<file path="src/rtl/ssx_pkg.sv">
package ssx_pkg;
  // Single-cycle events derived from the serial clock, consumed by the datapath
  typedef struct packed {
    logic fall;     // serial clock falling edge: shift the next transmit bit
    logic rise;     // serial clock rising edge: sample receive bit
    logic retIdle;  // internal mode: line may return high after last bit
  } sclkStrobes_t;
endpackage

</file>
<file path="src/rtl/ssx_ctrl.sv">
module ssx_ctrl
  import ssx_pkg::*;
#(
  parameter int HALF_DIV    = 4,
  parameter int SYNC_STAGES = 2
) (
  input  logic         clk,
  input  logic         rstN,
  input  logic         extSel,
  input  logic         sclkIn,
  input  logic         txPending,
  output logic         sclkOut,
  output sclkStrobes_t str
);
  localparam int CNT_W = (HALF_DIV > 1) ? $clog2(HALF_DIV) : 1;
  localparam logic [CNT_W-1:0] CNT_LAST = CNT_W'(HALF_DIV - 1);

  // ---------------- external clock synchronizer ----------------
  logic [SYNC_STAGES:0] syncQ;
  logic extCur, extPrev;

  always_ff @(posedge clk or negedge rstN) begin
    if (!rstN) syncQ <= '1;
    else       syncQ <= {syncQ[SYNC_STAGES-1:0], sclkIn};
  end

  assign extCur  = syncQ[SYNC_STAGES-1];
  assign extPrev = syncQ[SYNC_STAGES];

  // ---------------- internal clock generator ----------------
  logic [CNT_W-1:0] divCnt;
  logic sclkQ, run, tick;

  // keep running while work is queued, and always finish a low phase
  assign run  = txPending || !sclkQ;
  assign tick = run && (divCnt == CNT_LAST);

  always_ff @(posedge clk or negedge rstN) begin
    if (!rstN) begin
      sclkQ  <= 1'b1;
      divCnt <= '0;
    end else if (extSel || !run) begin
      sclkQ  <= 1'b1;
      divCnt <= '0;
    end else if (tick) begin
      sclkQ  <= ~sclkQ;
      divCnt <= '0;
    end else begin
      divCnt <= divCnt + CNT_W'(1);
    end
  end

  assign sclkOut = sclkQ;

  always_comb begin
    if (extSel) begin
      str.fall    = extPrev & ~extCur;
      str.rise    = ~extPrev & extCur;
      str.retIdle = 1'b0;
    end else begin
      str.fall    = tick & sclkQ;
      str.rise    = tick & ~sclkQ;
      str.retIdle = 1'b1;
    end
  end

  // with nothing queued the generated clock stays parked high
  a_r9_clock_parks: assert property (@(posedge clk) disable iff (!rstN)
    (!extSel && !txPending && sclkQ) |=> sclkQ);

  // external mode never toggles the generated clock
  a_r10_ext_holds_high: assert property (@(posedge clk) disable iff (!rstN)
    extSel |=> sclkOut);
endmodule

</file>
<file path="src/rtl/ssx_datapath.sv">
module ssx_datapath
  import ssx_pkg::*;
#(
  parameter int DATA_W = 8
) (
  input  logic              clk,
  input  logic              rstN,
  input  sclkStrobes_t      str,
  input  logic              txWrEn,
  input  logic [DATA_W-1:0] txWrData,
  input  logic              rxRdEn,
  input  logic              rxd,
  output logic              txd,
  output logic              txEmpty,
  output logic              txPending,
  output logic [DATA_W-1:0] rxData,
  output logic              rxFull,
  output logic              rxOverrun
);
  localparam int BCW = (DATA_W > 2) ? $clog2(DATA_W) : 1;
  localparam logic [BCW-1:0] LAST_BIT = BCW'(DATA_W - 1);

  // ---------------- transmit ----------------
  logic [DATA_W-1:0] txHold, txShift;
  logic [BCW-1:0]    txCnt;        // bits still to shift after the one on the line
  logic              holdFull, txdQ, txLoad, wrAcc;

  assign txLoad = str.fall && (txCnt == '0) && holdFull;
  assign wrAcc  = txWrEn && !holdFull;

  always_ff @(posedge clk or negedge rstN) begin
    if (!rstN) begin
      txHold   <= '0;
      txShift  <= '0;
      txCnt    <= '0;
      holdFull <= 1'b0;
      txdQ     <= 1'b1;
    end else begin
      if (str.fall) begin
        if (txCnt != '0) begin
          txdQ    <= txShift[0];
          txShift <= txShift >> 1;
          txCnt   <= txCnt - BCW'(1);
        end else if (holdFull) begin
          txdQ    <= txHold[0];
          txShift <= txHold >> 1;
          txCnt   <= LAST_BIT;
        end else begin
          txdQ    <= 1'b1;
        end
      end else if (str.rise && str.retIdle && (txCnt == '0) && !holdFull) begin
        txdQ <= 1'b1;
      end
      if (wrAcc) txHold <= txWrData;
      holdFull <= wrAcc | (holdFull & ~txLoad);
    end
  end

  assign txd       = txdQ;
  assign txEmpty   = ~holdFull;
  assign txPending = holdFull || (txCnt != '0);

  // the line moves only on a falling edge, or returns high on a rising one
  a_r3_txd_on_edge: assert property (@(posedge clk) disable iff (!rstN)
    !$stable(txd) |-> ($past(str.fall) || ($past(str.rise) && txd)));

  // the holding register frees up only when a falling edge reloads
  a_r5_empty_on_reload: assert property (@(posedge clk) disable iff (!rstN)
    $rose(txEmpty) |-> $past(str.fall));

  // a write into an occupied holding register leaves it untouched
  a_r6_full_write_ignored: assert property (@(posedge clk) disable iff (!rstN)
    (txWrEn && holdFull) |=> (txHold == $past(txHold)));

  // ---------------- receive ----------------
  logic [DATA_W-1:0] rxShift, rxHold, rxNext;
  logic [BCW-1:0]    rxCnt;
  logic              rxFullQ, rxOvrQ, rxDone;

  assign rxNext = {rxd, rxShift[DATA_W-1:1]};
  assign rxDone = str.rise && (rxCnt == LAST_BIT);

  always_ff @(posedge clk or negedge rstN) begin
    if (!rstN) begin
      rxShift <= '0;
      rxHold  <= '0;
      rxCnt   <= '0;
      rxFullQ <= 1'b0;
      rxOvrQ  <= 1'b0;
    end else begin
      if (str.rise) begin
        rxShift <= rxNext;
        rxCnt   <= rxDone ? '0 : rxCnt + BCW'(1);
      end
      if (rxDone) begin
        if (rxFullQ && !rxRdEn) begin
          rxOvrQ <= 1'b1;
        end else begin
          rxHold  <= rxNext;
          rxFullQ <= 1'b1;
          if (rxRdEn) rxOvrQ <= 1'b0;
        end
      end else if (rxRdEn) begin
        rxFullQ <= 1'b0;
        rxOvrQ  <= 1'b0;
      end
    end
  end

  assign rxData    = rxHold;
  assign rxFull    = rxFullQ;
  assign rxOverrun = rxOvrQ;

  // a byte is delivered only by a rising-edge sample
  a_r4_rx_on_rise: assert property (@(posedge clk) disable iff (!rstN)
    $rose(rxFull) |-> $past(str.rise));

  // an overrun keeps the unread byte in place
  a_r7_overrun_keeps: assert property (@(posedge clk) disable iff (!rstN)
    $rose(rxOverrun) |-> (rxFull && $stable(rxData)));

  // a read with no byte completing clears both flags
  a_r8_read_clears: assert property (@(posedge clk) disable iff (!rstN)
    (rxRdEn && !rxDone) |=> (!rxFull && !rxOverrun));
endmodule

</file>
<file path="src/rtl/sync_serial_xcvr.sv">
module sync_serial_xcvr
  import ssx_pkg::*;
#(
  parameter int DATA_W      = 8,
  parameter int HALF_DIV    = 4,
  parameter int SYNC_STAGES = 2
) (
  input  logic              clk,
  input  logic              rstN,
  input  logic              extClkSel,
  input  logic              sclkIn,
  output logic              sclkOut,
  output logic              txd,
  input  logic              rxd,
  input  logic              txWrEn,
  input  logic [DATA_W-1:0] txWrData,
  output logic              txEmpty,
  input  logic              rxRdEn,
  output logic [DATA_W-1:0] rxData,
  output logic              rxFull,
  output logic              rxOverrun
);
  sclkStrobes_t strobes;
  logic         txPending;

  ssx_ctrl #(
    .HALF_DIV   (HALF_DIV),
    .SYNC_STAGES(SYNC_STAGES)
  ) i_ctrl (
    .clk      (clk),
    .rstN     (rstN),
    .extSel   (extClkSel),
    .sclkIn   (sclkIn),
    .txPending(txPending),
    .sclkOut  (sclkOut),
    .str      (strobes)
  );

  ssx_datapath #(
    .DATA_W(DATA_W)
  ) i_datapath (
    .clk      (clk),
    .rstN     (rstN),
    .str      (strobes),
    .txWrEn   (txWrEn),
    .txWrData (txWrData),
    .rxRdEn   (rxRdEn),
    .rxd      (rxd),
    .txd      (txd),
    .txEmpty  (txEmpty),
    .txPending(txPending),
    .rxData   (rxData),
    .rxFull   (rxFull),
    .rxOverrun(rxOverrun)
  );
endmodule

</file>
<file path="config.mk">
export PLATFORM = sky130hd
export DESIGN_NAME = sync_serial_xcvr
export DESIGN_NICKNAME = d
export VERILOG_FILES = /design/src/rtl/ssx_pkg.sv /design/src/rtl/ssx_ctrl.sv /design/src/rtl/ssx_datapath.sv /design/src/rtl/sync_serial_xcvr.sv
export SDC_FILE = /design/constraint.sdc
export NUM_CORES = 1
export LEC_CHECK = 0
export BUFFER_PORTS_ARGS = -buffer_cell sky130_fd_sc_hd__buf_2
export CORE_MARGIN = 3
export CORE_UTILIZATION = 30
export CTS_BUF_LIST = sky130_fd_sc_hd__clkbuf_4
export DETAILED_ROUTE_END_ITERATION = 8
export GPL_ROUTABILITY_DRIVEN = 0
export PLACE_DENSITY = 0.6
export RECOVER_POWER = 25
export SYNTH_ARGS = -nofsm -noshare
export SYNTH_HDL_FRONTEND = slang
export SYNTH_SLANG_ARGS = --single-unit
</file>
<file path="constraint.sdc">
create_clock -name clk -period 1.4 [get_ports clk]
set_input_delay 0.07 -clock clk [delete_from_list [all_inputs] [get_ports clk]]
set_output_delay 0.07 -clock clk [all_outputs]
set_load 0.1 [all_outputs]
</file>
==> run_results.csv <==
group,metric,value,unit
synthesis,synth_flop_cell,"dfrtp_1",
floorplanning,row_count,29,
setup_path,arrival,1.76,ns
setup_path,crit_required,1.64,ns
status,violations,"setup timing",
setup_path,r2r-start,"i_ctrl.sclkOut",
timing,fin_crit,1.52,ns
placement,io_buffer_count,27,
pwr,power,4610,µW
synthesis,synth_area,1990,µm²
floorplanning,core-area,6390,µm²
setup_path,startpoint,"i_ctrl.sclkOut",
detailed_routing,wl_per_cell,13.4,µm
detailed_routing,drc,0,
synthesis,yosys.area.top_type,"dfrtp_1",
clock_tree,root_buffer,"clkbuf_4",
synthesis,synthArstFlopShare,1.00,
synthesis,synth_warnings,0,
cells_and_area,n_fill_cell,578,
worst_hold_path,hold_class,"in -> reg",
placement,hpwl,2580,µm
pwr,leakagePower,0.00134,µW
detailed_routing,antenna_left,0,
setup_path,crit_buf_inv,0,
synthesis,syn_nets,175,
clock_tree,cts_tree,"yes",
floorplanning,initial_core_util,0.312,
floorplanning,num_io_pins,28,
run,drv_cap,0,
synthesis,ys_ff_latch,46,
status,status,"finished, violations left",
timing,clock_skew,0.0152,ns
synthesis,yosys.area.top_type_share,0.515,
grt,grt_max_degree,47,
synthesis,synth_area_leaders,"dfrtp_1 52%, mux2_2 13%, dfstp_2 6.6%",
placement,post_dp_cell_area,2480,µm²
cells_and_area,syn_to_final_growth,42.3,%
synthesis,netlist_instances,155,
synthesis,syn_area_per_cell,12.9,µm²
setup_path,crit_path_start_kind,"flop",
setup_path,path_cells,"nor2_4 > a32o_2 > nand3_4 > mux2_4",
grt,grt_usage,0.113,
detailed_routing,drt_iter0_markers,63,
timing,relSlewSlack,0.333,
timing,fmax,0.659,GHz
clock_tree,cts_num_sinks,46,
timing,rsz0062_at_grt,"true",
timing,slew_violations,0,
floorplanning,die-area,7650,µm²
grt,grt_pass1_vias,1426,
detailed_routing,first_pass_iters,4,
clock_tree,clkSlewWorstSetupHoldPaths,0.12,ns
clock_tree,clock_path_buffers,2,
floorplanning,dieHeight,87.5,µm
timing,setup_ws,-0.117,ns
timing,fin_hold_ws,0.0383,ns
timing,hold_violations,0,
grt,antenna_found_initial,0,
setup_path,crit_path_top_delay_cell,"dfstp_4",
setup_path,cp_max_fo,8,
setup_path,critical_path_class,"reg -> reg",
cells_and_area,nNetsFinal,245,
timing,finalCritPeriodShare,1.08,
detailed_routing,vias,1411,
synthesis,synth_edf_count,0,
setup_path,crit_path_max_incr_delay,0.66,ns
grt,grt.overflow.total,0,
clock_tree,htree_levels,2,
cells_and_area,drive_gt1_frac,0.518,
clock_tree,cts_buffers,5,
timing,setup_viol,27,
clock_tree,clk-insertion-delay-late,0.35,ns
grt,grt_pass1_wl,6780,µm
worst_hold_path,min-delay-start,"extClkSel",
pwr,cellPowerDensity,1630,nW/µm²
detailed_routing,viasPerCell,4.66,
cells_and_area,fin_area,2840,µm²
setup_path,critical_path.top_delay_family,"flip-flops",
synthesis,ys_seq_area_frac,0.581,
cells_and_area,n_antenna_cell,0,
timing,worstMarginPinSlew,1.00,ns
pwr,vdd_ir_drop_max,0.999,mV
synthesis,ys_types,34,
floorplanning,fp.dieW,87.5,µm
setup_path,worstSetupEndpointType,"flop",
detailed_routing,routed_wl,4070,µm
==> worst register-to-register path, cell delays in order (launching register included) <==
cell     delay (ns)
dfstp_4        0.66
nor2_4         0.04
a32o_2         0.25
nand3_4        0.15
mux2_4         0.32
==> cells in the final DEF (no fill, tap or decap), drive strengths merged <==
| cell | netlist | final |
|---|---|---|
| nand4bb | 1 | 1 |
| a31oi | 3 | 3 |
| clkinvlp | 0 | 1 |
| a2bb2oi | 1 | 2 |
| clkinv | 0 | 2 |
| nor3b | 1 | 1 |
| dlygate4sd3 | 0 | 15 |
| nand3b | 1 | 1 |
| dfstp | 5 | 5 |
| bufinv | 0 | 1 |
| nor2b | 3 | 3 |
| o22ai | 6 | 6 |
| or2 | 1 | 2 |
| a32o | 1 | 1 |
| dfrtp | 41 | 41 |
| a211oi | 1 | 1 |
| a32oi | 1 | 1 |
| inv | 7 | 6 |
| a222oi | 1 | 1 |
| o21ai | 8 | 8 |
| nand2 | 7 | 7 |
| mux2 | 24 | 24 |
| nand2b | 2 | 2 |
| nor2 | 13 | 13 |
| a2111oi | 1 | 1 |
| nand4 | 1 | 1 |
| a21oi | 9 | 9 |
| nand3 | 1 | 1 |
| clkbuf | 0 | 5 |
| and2b | 1 | 1 |
| ha | 5 | 5 |
| a22o | 1 | 1 |
| buf | 6 | 52 |
| and3b | 2 | 2 |
==> state kept, by name, summed over array words and instances (netlist names) <==
name,count
i_ctrl.divCnt,2
i_ctrl.sclkOut,1
i_ctrl.syncQ,3
i_datapath.holdFull,1
i_datapath.rxCnt,3
i_datapath.rxData,8
i_datapath.rxFull,1
i_datapath.rxOverrun,1
i_datapath.rxShift,7
i_datapath.txCnt,3
i_datapath.txHold,8
i_datapath.txShift,7
i_datapath.txd,1
==> through the flow <==
stage	setup TNS (ns)	utilization	instances	worst slack, ns
2_1_floorplan	-5.62	-	155	-0.297
3_3_place_gp	-2.54	0.388	274	-0.203
3_5_place_dp	-3.26	0.388	274	-0.230
4_1_cts	-2.29	0.436	299	-0.151
5_1_grt	-3.29	0.444	303	-0.169
6_report	-1.94	0.444	303	-0.117
==> cells in the mapped netlist, types with 2 or more instances <==
cell and number:
dfstp_2 5, ha_1 5, nand2_1 7, buf_6 2
o22ai_1 6, o21ai_0 8, nand2b_1 2, inv_1 7
a31oi_1 3, nor2_1 12, mux2_2 23, buf_4 2
buf_2 2, dfrtp_1 41, nor2b_1 3, a21oi_1 9
==> routing by layer <==
layer / vias up / global-route usage / part of all wire
li1: 695 / - / -
met1: 687 / 0.166 / 0.50
met2: 24 / 0.163 / 0.46
met3: 5 / 0.0293 / 0.032
met4: 0 / 0.0293 / 0.0096
met5: - / 0 / 0
==> where the power goes <==
part	leakage [µW]	internal, µW	switching [µW]
Clock	0.0000450	370	416
Sequential	0.000555	1780	308
Combinational	0.000737	834	905
==> logic make-up after synthesis <==
| logic type | after synthesis | synth area share |
|---|---|---|
| and+or+nand+nor | 34 | 0.103 |
| adders and majority gates | 5 | 0.0314 |
| buffers and inverters | 13 | 0.0371 |
| DFF | 46 | 0.581 |
| AOI/OAI and AO/OA | 33 | 0.110 |
| muxes | 24 | 0.138 |
==> cell type report <==
| class | instances | area (µm²) | area share |
|---|---|---|---|
| multi-input combinational | 98 | 933 | 0.329 |
| tap | 77 | 96.3 | 0.0340 |
| timing repair buffer | 67 | 531 | 0.187 |
| sequential | 46 | 1170 | 0.412 |
| inverter | 7 | 30.0 | 0.0106 |
| clock buffer | 5 | 37.5 | 0.0132 |
| clock inverter | 3 | 40.0 | 0.0141 |
==> timing repair <==
action / in CTS / in global routing
setup endpoints to repair: 35 / 36
gates cloned: 2 / 0
gates resized for setup: 13 / 11
setup buffers: 1 / 3
hold buffers: 14 / 1
endpoints found under the hold margin: 60 / 1
pin swaps: 8 / 5
==> worst paths after layout <==
kind                            depth (start not counted)              endpoint  slack, ns
worst max-delay path                                    4  i_datapath.rxData[2]      -0.12
worst min-delay path                                    2        i_ctrl.sclkOut       0.04
worst max register to register                          4  i_datapath.rxData[2]      -0.12
worst min register to register                          0       i_ctrl.syncQ[1]       0.37
max in group asynchronous                               3     i_datapath.rxFull       0.23
min in group asynchronous                               3      i_ctrl.divCnt[1]       0.50
No activity file was read; power rests on OpenSTA's default activity.
